`src/rtl/busmbx_pkg.sv`:
```
`timescale 1ns/1ps
package busmbx_pkg;

   typedef enum logic [1:0] {
      RS_IDLE  = 2'd0,
      RS_SNOOP = 2'd1,
      RS_DATA  = 2'd2
   } resp_state_e;

   typedef struct packed {
      logic [1:0]  kind;
      logic [1:0]  level;
      logic [15:0] extra;
   } call_args_t;

   // Latency lookup: base cost per memory level plus an adjustment per access kind.
   function automatic logic [11:0] lat_lookup(input logic [1:0] kind, input logic [1:0] level);
      logic [11:0] base;
      logic [11:0] adj;
      case (level)
         2'd0:    base = 12'd3;
         2'd1:    base = 12'd11;
         2'd2:    base = 12'd35;
         default: base = 12'd120;
      endcase
      case (kind)
         2'd0:    adj = 12'd0;
         2'd1:    adj = 12'd2;
         2'd2:    adj = 12'd1;
         default: adj = 12'd4;
      endcase
      return base + adj;
   endfunction

endpackage

```
`src/rtl/busmbx_decode.sv`:
```
`timescale 1ns/1ps
module busmbx_decode
   import busmbx_pkg::*;
#(
   parameter int ADDR_W    = 36,
   parameter int DATA_W    = 64,
   parameter int PAGE_BITS = 12,
   parameter logic [ADDR_W-PAGE_BITS-1:0] RESET_PFN = '0
) (
   input  logic                        clk,
   input  logic                        rst_n,
   input  logic                        cfg_we,
   input  logic [ADDR_W-PAGE_BITS-1:0] cfg_pfn,
   input  logic                        req_valid,
   input  logic                        req_write,
   input  logic [ADDR_W-1:0]           req_addr,
   input  logic [DATA_W-1:0]           req_wdata,
   input  logic                        resp_idle,
   output logic                        wr_call,
   output logic                        rd_call,
   output call_args_t                  args,
   output logic [ADDR_W-PAGE_BITS-1:0] page_pfn
);
   localparam int PFN_W = ADDR_W - PAGE_BITS;

   logic [PFN_W-1:0] base_q;
   logic             page_hit;

   always_ff @(posedge clk) begin
      if (!rst_n)
         base_q <= RESET_PFN;
      else if (cfg_we)
         base_q <= cfg_pfn;
   end

   always_comb begin
      page_hit   = req_valid && (req_addr[ADDR_W-1:PAGE_BITS] == base_q);
      wr_call    = page_hit && req_write;
      rd_call    = page_hit && !req_write && resp_idle;
      args.kind  = req_addr[4:3];
      args.level = req_addr[6:5];
      args.extra = req_wdata[15:0];
      page_pfn   = base_q;
   end

endmodule

```
`src/rtl/busmbx_func.sv`:
```
`timescale 1ns/1ps
module busmbx_func
   import busmbx_pkg::*;
#(
   parameter int DATA_W   = 64,
   parameter int FUNC_LAT = 4
) (
   input  logic              clk,
   input  logic              rst_n,
   input  logic              start,
   input  call_args_t        args,
   output logic              res_valid,
   output logic [DATA_W-1:0] res_data
);
   localparam int CNT_W = (FUNC_LAT > 1) ? $clog2(FUNC_LAT) : 1;

   call_args_t        arg_q;
   logic              busy_q;
   logic              valid_q;
   logic [DATA_W-1:0] res_q;
   logic [DATA_W-1:0] calc;

   always_comb begin
      calc = DATA_W'(lat_lookup(arg_q.kind, arg_q.level)) + DATA_W'(arg_q.extra);
   end

   generate
      if (FUNC_LAT == 1) begin : g_single
         always_ff @(posedge clk) begin
            if (!rst_n) begin
               arg_q   <= '0;
               busy_q  <= 1'b0;
               valid_q <= 1'b0;
               res_q   <= '0;
            end else if (start) begin
               arg_q   <= args;
               busy_q  <= 1'b1;
               valid_q <= 1'b0;
            end else if (busy_q) begin
               res_q   <= calc;
               valid_q <= 1'b1;
               busy_q  <= 1'b0;
            end
         end
      end else begin : g_counted
         logic [CNT_W-1:0] cnt_q;
         always_ff @(posedge clk) begin
            if (!rst_n) begin
               arg_q   <= '0;
               busy_q  <= 1'b0;
               valid_q <= 1'b0;
               res_q   <= '0;
               cnt_q   <= '0;
            end else if (start) begin
               arg_q   <= args;
               busy_q  <= 1'b1;
               valid_q <= 1'b0;
               cnt_q   <= CNT_W'(FUNC_LAT - 1);
            end else if (busy_q) begin
               if (cnt_q == '0) begin
                  res_q   <= calc;
                  valid_q <= 1'b1;
                  busy_q  <= 1'b0;
               end else begin
                  cnt_q <= cnt_q - CNT_W'(1);
               end
            end
         end
      end
   endgenerate

   assign res_valid = valid_q;
   assign res_data  = res_q;

endmodule

```
`src/rtl/busmbx_resp.sv`:
```
`timescale 1ns/1ps
module busmbx_resp
   import busmbx_pkg::*;
#(
   parameter int DATA_W = 64,
   parameter int BEATS  = 4
) (
   input  logic                     clk,
   input  logic                     rst_n,
   input  logic                     start_rd,
   input  logic                     res_valid,
   input  logic [DATA_W-1:0]        res_data,
   output logic                     snp_stall,
   output logic                     snp_hitm,
   output logic                     dat_valid,
   output logic [$clog2(BEATS)-1:0] dat_beat,
   output logic [DATA_W-1:0]        dat_data,
   output logic                     idle
);
   localparam int BEAT_W = $clog2(BEATS);
   localparam logic [BEAT_W-1:0] LAST_BEAT = BEAT_W'(BEATS - 1);

   resp_state_e       state_q;
   logic [BEAT_W-1:0] beat_q;
   logic [DATA_W-1:0] line_q;

   always_ff @(posedge clk) begin
      if (!rst_n) begin
         state_q <= RS_IDLE;
         beat_q  <= '0;
         line_q  <= '0;
      end else begin
         case (state_q)
            RS_IDLE: begin
               if (start_rd) state_q <= RS_SNOOP;
            end
            RS_SNOOP: begin
               if (res_valid) begin
                  line_q  <= res_data;
                  beat_q  <= '0;
                  state_q <= RS_DATA;
               end
            end
            RS_DATA: begin
               if (beat_q == LAST_BEAT) begin
                  state_q <= RS_IDLE;
                  beat_q  <= '0;
               end else begin
                  beat_q <= beat_q + BEAT_W'(1);
               end
            end
            default: state_q <= RS_IDLE;
         endcase
      end
   end

   always_comb begin
      snp_stall = (state_q == RS_SNOOP) && !res_valid;
      snp_hitm  = (state_q == RS_SNOOP) && res_valid;
      dat_valid = (state_q == RS_DATA);
      dat_beat  = beat_q;
      dat_data  = (dat_valid && beat_q == '0) ? line_q : '0;
      idle      = (state_q == RS_IDLE);
   end

endmodule

```
`src/rtl/busmbx_stats.sv`:
```
`timescale 1ns/1ps
module busmbx_stats #(
   parameter int STAT_W = 16,
   parameter int NUM    = 3
) (
   input  logic                  clk,
   input  logic                  rst_n,
   input  logic [NUM-1:0]        inc,
   output logic [NUM*STAT_W-1:0] counts
);
   generate
      for (genvar i = 0; i < NUM; i++) begin : g_cnt
         logic [STAT_W-1:0] cnt_q;
         always_ff @(posedge clk) begin
            if (!rst_n)
               cnt_q <= '0;
            else if (inc[i])
               cnt_q <= cnt_q + STAT_W'(1);
         end
         assign counts[i*STAT_W +: STAT_W] = cnt_q;
      end
   endgenerate

endmodule

```
`src/rtl/busmbx_offload.sv`:
```
`timescale 1ns/1ps
module busmbx_offload
   import busmbx_pkg::*;
#(
   parameter int ADDR_W     = 36,
   parameter int DATA_W     = 64,
   parameter int LINE_BYTES = 32,
   parameter int FUNC_LAT   = 4,
   parameter int STAT_W     = 16,
   parameter logic [ADDR_W-13:0] RESET_PFN = '0,
   localparam int PAGE_BITS = 12,
   localparam int BEATS     = (LINE_BYTES * 8) / DATA_W,
   localparam int BEAT_W    = $clog2(BEATS),
   localparam int PFN_W     = ADDR_W - PAGE_BITS
) (
   input  logic              clk,
   input  logic              rst_n,
   input  logic              cfg_base_we,
   input  logic [PFN_W-1:0]  cfg_base_pfn,
   input  logic              bus_req_valid,
   input  logic              bus_req_write,
   input  logic [ADDR_W-1:0] bus_req_addr,
   input  logic [DATA_W-1:0] bus_req_wdata,
   output logic              snp_stall,
   output logic              snp_hitm,
   output logic              dat_valid,
   output logic [BEAT_W-1:0] dat_beat,
   output logic [DATA_W-1:0] dat_data,
   output logic [STAT_W-1:0] stat_writes,
   output logic [STAT_W-1:0] stat_reads,
   output logic [STAT_W-1:0] stat_stalls
);
   generate
      if (ADDR_W <= PAGE_BITS) begin : g_bad_addr
         $error("ADDR_W must exceed the page offset width");
      end
      if (DATA_W < 24) begin : g_bad_data
         $error("DATA_W too narrow for the result");
      end
      if ((LINE_BYTES * 8) % DATA_W != 0 || BEATS < 2) begin : g_bad_line
         $error("line must split into at least two whole beats");
      end
      if (FUNC_LAT < 1) begin : g_bad_lat
         $error("FUNC_LAT must be at least 1");
      end
   endgenerate

   logic              wr_call;
   logic              rd_call;
   call_args_t        args;
   logic [PFN_W-1:0]  base_pfn;
   logic              res_valid;
   logic [DATA_W-1:0] res_data;
   logic              resp_idle;
   logic [3*STAT_W-1:0] counts;

   busmbx_decode #(
      .ADDR_W(ADDR_W), .DATA_W(DATA_W), .PAGE_BITS(PAGE_BITS), .RESET_PFN(RESET_PFN)
   ) u_decode (
      .clk(clk), .rst_n(rst_n),
      .cfg_we(cfg_base_we), .cfg_pfn(cfg_base_pfn),
      .req_valid(bus_req_valid), .req_write(bus_req_write),
      .req_addr(bus_req_addr), .req_wdata(bus_req_wdata),
      .resp_idle(resp_idle),
      .wr_call(wr_call), .rd_call(rd_call), .args(args), .page_pfn(base_pfn)
   );

   busmbx_func #(.DATA_W(DATA_W), .FUNC_LAT(FUNC_LAT)) u_func (
      .clk(clk), .rst_n(rst_n), .start(wr_call), .args(args),
      .res_valid(res_valid), .res_data(res_data)
   );

   busmbx_resp #(.DATA_W(DATA_W), .BEATS(BEATS)) u_resp (
      .clk(clk), .rst_n(rst_n), .start_rd(rd_call),
      .res_valid(res_valid), .res_data(res_data),
      .snp_stall(snp_stall), .snp_hitm(snp_hitm),
      .dat_valid(dat_valid), .dat_beat(dat_beat), .dat_data(dat_data),
      .idle(resp_idle)
   );

   busmbx_stats #(.STAT_W(STAT_W), .NUM(3)) u_stats (
      .clk(clk), .rst_n(rst_n),
      .inc({snp_stall, rd_call, wr_call}),
      .counts(counts)
   );

   assign stat_writes = counts[0*STAT_W +: STAT_W];
   assign stat_reads  = counts[1*STAT_W +: STAT_W];
   assign stat_stalls = counts[2*STAT_W +: STAT_W];

endmodule

```
`config.mk`:
```
export PLATFORM = sky130hd
export DESIGN_NAME = busmbx_offload
export DESIGN_NICKNAME = d
export VERILOG_FILES = /design/src/rtl/busmbx_pkg.sv /design/src/rtl/busmbx_decode.sv /design/src/rtl/busmbx_func.sv /design/src/rtl/busmbx_resp.sv /design/src/rtl/busmbx_stats.sv /design/src/rtl/busmbx_offload.sv
export SDC_FILE = /design/constraint.sdc
export NUM_CORES = 1
export LEC_CHECK = 0
export ABC_AREA = 1
export BUFFER_PORTS_ARGS = -buffer_cell sky130_fd_sc_hd__buf_2
export CORE_UTILIZATION = 35
export DETAILED_ROUTE_END_ITERATION = 8
export PLACE_DENSITY = 0.61
export REMOVE_ABC_BUFFERS = 1
export SYNTH_ARGS = -nofsm -noshare
export SYNTH_HDL_FRONTEND = slang
export SYNTH_SLANG_ARGS = --single-unit
```
`constraint.sdc`:
```
create_clock -name clk -period 5.7 [get_ports clk]
set_input_delay 0.285 -clock clk [delete_from_list [all_inputs] [get_ports clk]]
set_output_delay 0.285 -clock clk [all_outputs]
set_load 0.05 [all_outputs]
```
Yosys cells after proc, flatten, opt, wreduce, memory -nomap -nowiden
Cells that the tools add are included.
- bits in registers: 228
- logic and storage cells: 74
- output and inout port bits: 117
- reductions and logical operators: 23
- add/sub/neg operators: 7
- bitwise logic cells: 2
- eq/ne operators: 12
- mux-type cells: 16
- operators by type and width (cell ; number):
    64-bit 2-to-1 mux ; 1
    16-bit by 1-bit adder with 16-bit output, second input constant ; 3
    24-bit == test ; 1
    7-bit case mux with 3 select lines ; 1
    12-bit by 16-bit adder with 17-bit output ; 1
    2-bit 2-to-1 mux ; 8
    2-bit logical NOT ; 5
    3-bit case mux with 3 select lines ; 1
    7-bit by 3-bit adder with 8-bit output ; 1
    2-bit == test, second input constant ; 4
    2-bit AND reduction ; 4
    1-bit logical AND ; 7
    2-bit by 1-bit == test with 1-bit output, second input constant ; 3
    2-bit != test, second input constant ; 3
    2-bit case mux with 3 select lines ; 1
    3-bit AND reduction ; 2
    2-bit case mux with 2 select lines ; 1
    2-bit nonzero test ; 2
    1-bit 2-to-1 mux ; 3
    2-bit by 1-bit adder with 2-bit output, second input constant ; 1
    1-bit logical NOT ; 2
    2-bit by 1-bit != test with 1-bit output, second input constant ; 1
    1-bit NOT ; 2
    2-bit OR reduction ; 1
    2-bit by 1-bit subtractor with 2-bit output, second input constant ; 1

Longest topological paths before layout
- depth in word-level cells: 6
- mapped depth: 20
- gate-level depth less buffers: 20

Hierarchy
From an unflattened synthesis, not the netlist that was laid out.
- cells, all modules: 1412
- area, all modules: 9268.9 µm²
- by module, submodules not included (module ; area each (µm²) ; cells each ; seq. area each (µm²) ; times used):
    busmbx_resp ; 2917.8 ; 442 ; 1361.3 ; 1
    busmbx_func ; 2586.2 ; 385 ; 820.8 ; 1
    busmbx_stats ; 2337.2 ; 350 ; 960.9 ; 1
    busmbx_decode ; 1427.6 ; 235 ; 480.5 ; 1

Worst setup path after synthesis
OpenSTA, ideal clock, no wires.
- path kind: reg-to-output
- from: register u_resp.state_q[1]
- to: output port dat_data[10]
- cell stages (with the launch flop): 6
- arrival time: 2356 ps
- path slack: 3059 ps
- data required time: 5415 ps
- cells stage by stage: dfxtp_1 inv_1 nor2_1 nand2_1 clkbuf_1 nor2_1
- cells in the longest elaborated chain, start to end: 3
- ends and longest elaborated chain (item ; RTL line ; text):
    start, declared ; busmbx_resp.sv:23 ; resp_state_e state_q;
    start signal, assigned ; busmbx_resp.sv:29 ; state_q <= RS_IDLE;
    start signal, assigned ; busmbx_resp.sv:35 ; if (start_rd) state_q <= RS_SNOOP;
    start signal, assigned ; busmbx_resp.sv:41 ; state_q <= RS_DATA;
    2-bit == test ; busmbx_resp.sv:60 ; dat_valid = (state_q == RS_DATA);
    named net dat_valid ; busmbx_offload.sv:26 ; output logic dat_valid,
    1-bit logical AND ; busmbx_resp.sv:62 ; dat_data = (dat_valid && beat_q == '0) ? line_q : '0;
    64-bit 2-to-1 mux ; busmbx_resp.sv:62 ;
    end, declared ; busmbx_offload.sv:28 ; output logic [DATA_W-1:0] dat_data,
The timed path passes the listed nets, and every way through them passes these cells.

Worst setup path after layout
- from: register u_func.arg_q[17] (netlist name)
- to: register u_func.res_q[14] (netlist: u_func.res_data[14])
- cells in the longest elaborated chain, start to end: 4
- elaborated cells between the ends (all ways): 6
- those cells by class: add/sub (2); eq/ne (2); mux (1); reduce/logical (1)
- ends and longest elaborated chain (item ; RTL line ; text):
    start, declared ; busmbx_func.sv:17 ; call_args_t arg_q;
    start signal, assigned ; busmbx_func.sv:55 ; arg_q <= args;
    2-bit == test (tied with other cells) ; busmbx_pkg.sv:20 ; case (level)
    7-bit case mux with 3 select lines (*) ; busmbx_pkg.sv:20 ;
    7-bit by 3-bit adder with 8-bit output (*) ; busmbx_pkg.sv:32 ; return base + adj;
    12-bit by 16-bit adder with 17-bit output (*) ; busmbx_func.sv:24 ; calc = DATA_W'(lat_lookup(arg_q.kind, arg_q.level)) + DATA_W'(arg_q.extra);
    end signal, assigned ; busmbx_func.sv:61 ; res_q <= calc;
    end, declared ; busmbx_func.sv:20 ; logic [DATA_W-1:0] res_q;
Every way passes the cells marked *; elsewhere a longest branch is shown, timed or not.
A chain may end at the register's enable or synchronous reset.

==> qor.yml <==
grt:
  grt_use_total: 0.170
  grt_max_degree: 80
  grt_pass1_wl_microns: 30400
  antenna_found_initial: 0
  grt_pass1_vias: 6403
  grt_overflow: 0
finish:
  stdcell_area_sq_mm: 0.00903
  diodes: 0
  area_growth_syn_to_layout_pct: 18.4
  fin_nets: 1444
  final_layout_size_suffix_gt1_frac: 0.161
sta:
  tightest_slew_ns: 1.08
  fin_crit_ns: 2.87
  fin_hold_ws_ns: 0.0939
  rsz0062_at_grt: "false"
  skew_ns: 0.00850
  timing.slew.headroom: 0.275
  tns_ns: 0
  hold_violations: 0
  finalSetupViolCount: 0
  max_freq_mhz: 349
  post-route-period-util: 0.503
  maxSlewViolCount: 0
setup_path:
  worst_ep_arrival_time_ns: 3.16
  cp_max_fo: 4
  worstPathRequired_ns: 5.99
  start_kind: "register"
  regToRegSetupSlack_ns: 2.83
  crit_type: "register to register"
  cp-end-kind: "register"
placement:
  port_buffers: 142
  place_area_sq_mm: 0.00837
  place.detailed.hpwl_microns: 13700
  place.gp.congestion: 0.833
clock_tree:
  ctsHoldBuffers: 0
  clock-sinks: 134
  cts-root-buf: "clkbuf_16"
  clk_latency_ns: 0.41
  cts_tree: "done"
  postCtsSetupBuffers: 0
  cts_resized: 0
  clk_path_buf_depth: 2
  clkSlewWorstSetupHoldPaths_ns: 0.06
  numCtsBuffers: 17
  cts-htree-levels: 4
logic_synthesis:
  synth_seq_cells: 134
  syn-cell-area_sq_mm: 0.00762
  synth_flop_cell: "dfxtp_1"
  synth_top_cell_by_area: "dfxtp_1"
  synth_edf_count: 0
  synth_area_leaders: "dfxtp_1, nand2_1, inv_1"
  syn_area_per_cell_sq_um: 6.53
  synthCells: 1167
  ys_async_sr_fraction: 0
  ys_types: 38
  synth_top_area_share: 0.352
  yosys_warnings: 0
  seq_area_frac_synth: 0.352
run:
  cap_viol_max_count: 0
power_and_ir_drop:
  p_per_area_mw_per_mm2: 265
  leakagePower_nw: 4.18
  ir_drop_uv: 170
detailed_routing:
  via_per_inst: 4.54
  vias: 7188
  wl_per_cell_microns: 11.7
  wl_microns: 18600
  ant_nets: 0
  drt_first_pass_iters: 7
  drc_errors: 0
  drtIter0Drc: 282
floorplan:
  die_h_microns: 150
  core-area_sq_mm: 0.0212
  dieArea_sq_mm: 0.0224
  die_w_microns: 150
  row_count: 53
  start_util: 0.360
  io_pins: 246
run_status:
  run_status: "complete, no violations"
hold_path:
  hp-class: "input port to register"
## registers in the layout, summed over array words and instances (netlist names)
| register | flops |
|---|---|
| u_resp.state_q | 2 |
| u_resp.line_q | 17 |
| u_func.res_valid | 1 |
| u_resp.dat_beat | 2 |
| u_func.busy_q | 1 |
| u_decode.page_pfn | 24 |
| u_func.res_data | 17 |
| u_stats.g_cnt.cnt_q | 48 |
| u_func.arg_q | 20 |
| u_func.g_counted.cnt_q | 2 |
## critical path: stages, from the launching register on
cell and delay, ns:
dfxtp_1 0.38, nand2_1 0.11, inv_1 0.11, o21ai_0 0.09, nand2_1 0.06, inv_1 0.04, ha_1 0.29, inv_1 0.06
fa_1 0.42, o21ai_0 0.47, nand3_1 0.12, o21ai_0 0.22, nand2_1 0.12, xor2_1 0.18, a21oi_2 0.07
## layout make-up
cell class	count	area (sq um)
clock buffers	18	439
repair buffers	146	741
clock inverters	14	223
fillers	2285	12100
multi-input cells	830	3970
inverters	168	631
well taps	275	344
flip-flops and latches	134	2680
## cells in the final DEF, fill, tap and decap left out, types with 21 or more instances in the layout
master,count
dfxtp_1,134
o21ai_0,85
nor2_1,140
conb_1,48
nand2_1,286
nor3_1,21
nand3_1,36
nand4_1,23
buf_2,142
inv_1,161
a21oi_1,101
## power breakdown
group / internal [mW] / switching [mW] / total [mW]
registers: 0.949 / 0.00666 / 0.955
clock network: 0.793 / 0.434 / 1.23
logic: 0.0521 / 0.156 / 0.208
total: 1.79 / 0.597 / 2.39
## logic make-up after synthesis
family | synth area share
DFF | 0.352
xor gates and xnor gates | 0.0356
adders and majority gates | 0.0305
and+or+nand+nor | 0.286
other | 0.000492
AOI/OAI and AO/OA | 0.144
buffers and inverters | 0.151
## worst paths after layout
path | endpoint | from | cells past startpoint
hold reg to reg | u_resp.line_q[10] | u_resp.line_q[10] | 2
setup reg to reg | u_func.res_data[14] | u_func.arg_q[17] | 14
setup / recovery | u_func.res_data[14] | u_func.arg_q[17] | 14
hold / removal | u_func.arg_q[17] | bus_req_addr[6] | 3
## metrics by stage
stage,std cells,power (mW),util,setup slack [ns]
2_1_floorplan,1132,1.12,-,3.04
3_3_place_gp,1553,1.18,0.395,2.81
3_5_place_dp,1553,1.18,0.395,2.80
4_1_cts,1585,2.42,0.427,2.77
5_1_grt,1585,2.49,0.427,2.50
6_report,1585,2.39,0.427,2.83
## routing by layer
metal / GRT usage / share of wire / up-vias
met3: 0.0280 / 0.042 / 15
met1: 0.221 / 0.49 / 3166
met5: 0 / 0 / -
met2: 0.284 / 0.46 / 160
met4: 0.0546 / 0.012 / 0
li1: - / - / 3847
## Yosys cell counts (2+ instances only)
library cell  count
nor2_1          140
nand4_1          23
clkinv_1          2
nand3_2           2
a21oi_1         101
a31oi_1           2
o21ai_0          85
o21bai_1          2
o21ai_1           3
nand3_1          36
nand2_2           6
nor2_2            5
xor2_1           19
clkbuf_1         27
buf_2             3
buf_6             2
dfxtp_1         134
inv_2             5
nor3_1           21
inv_1           161
a211oi_1          2
xnor2_1          12
ha_1             17
buf_4            48
nand2_1         286
a21oi_2          11
No activity file was read; power rests on OpenSTA's default activity.
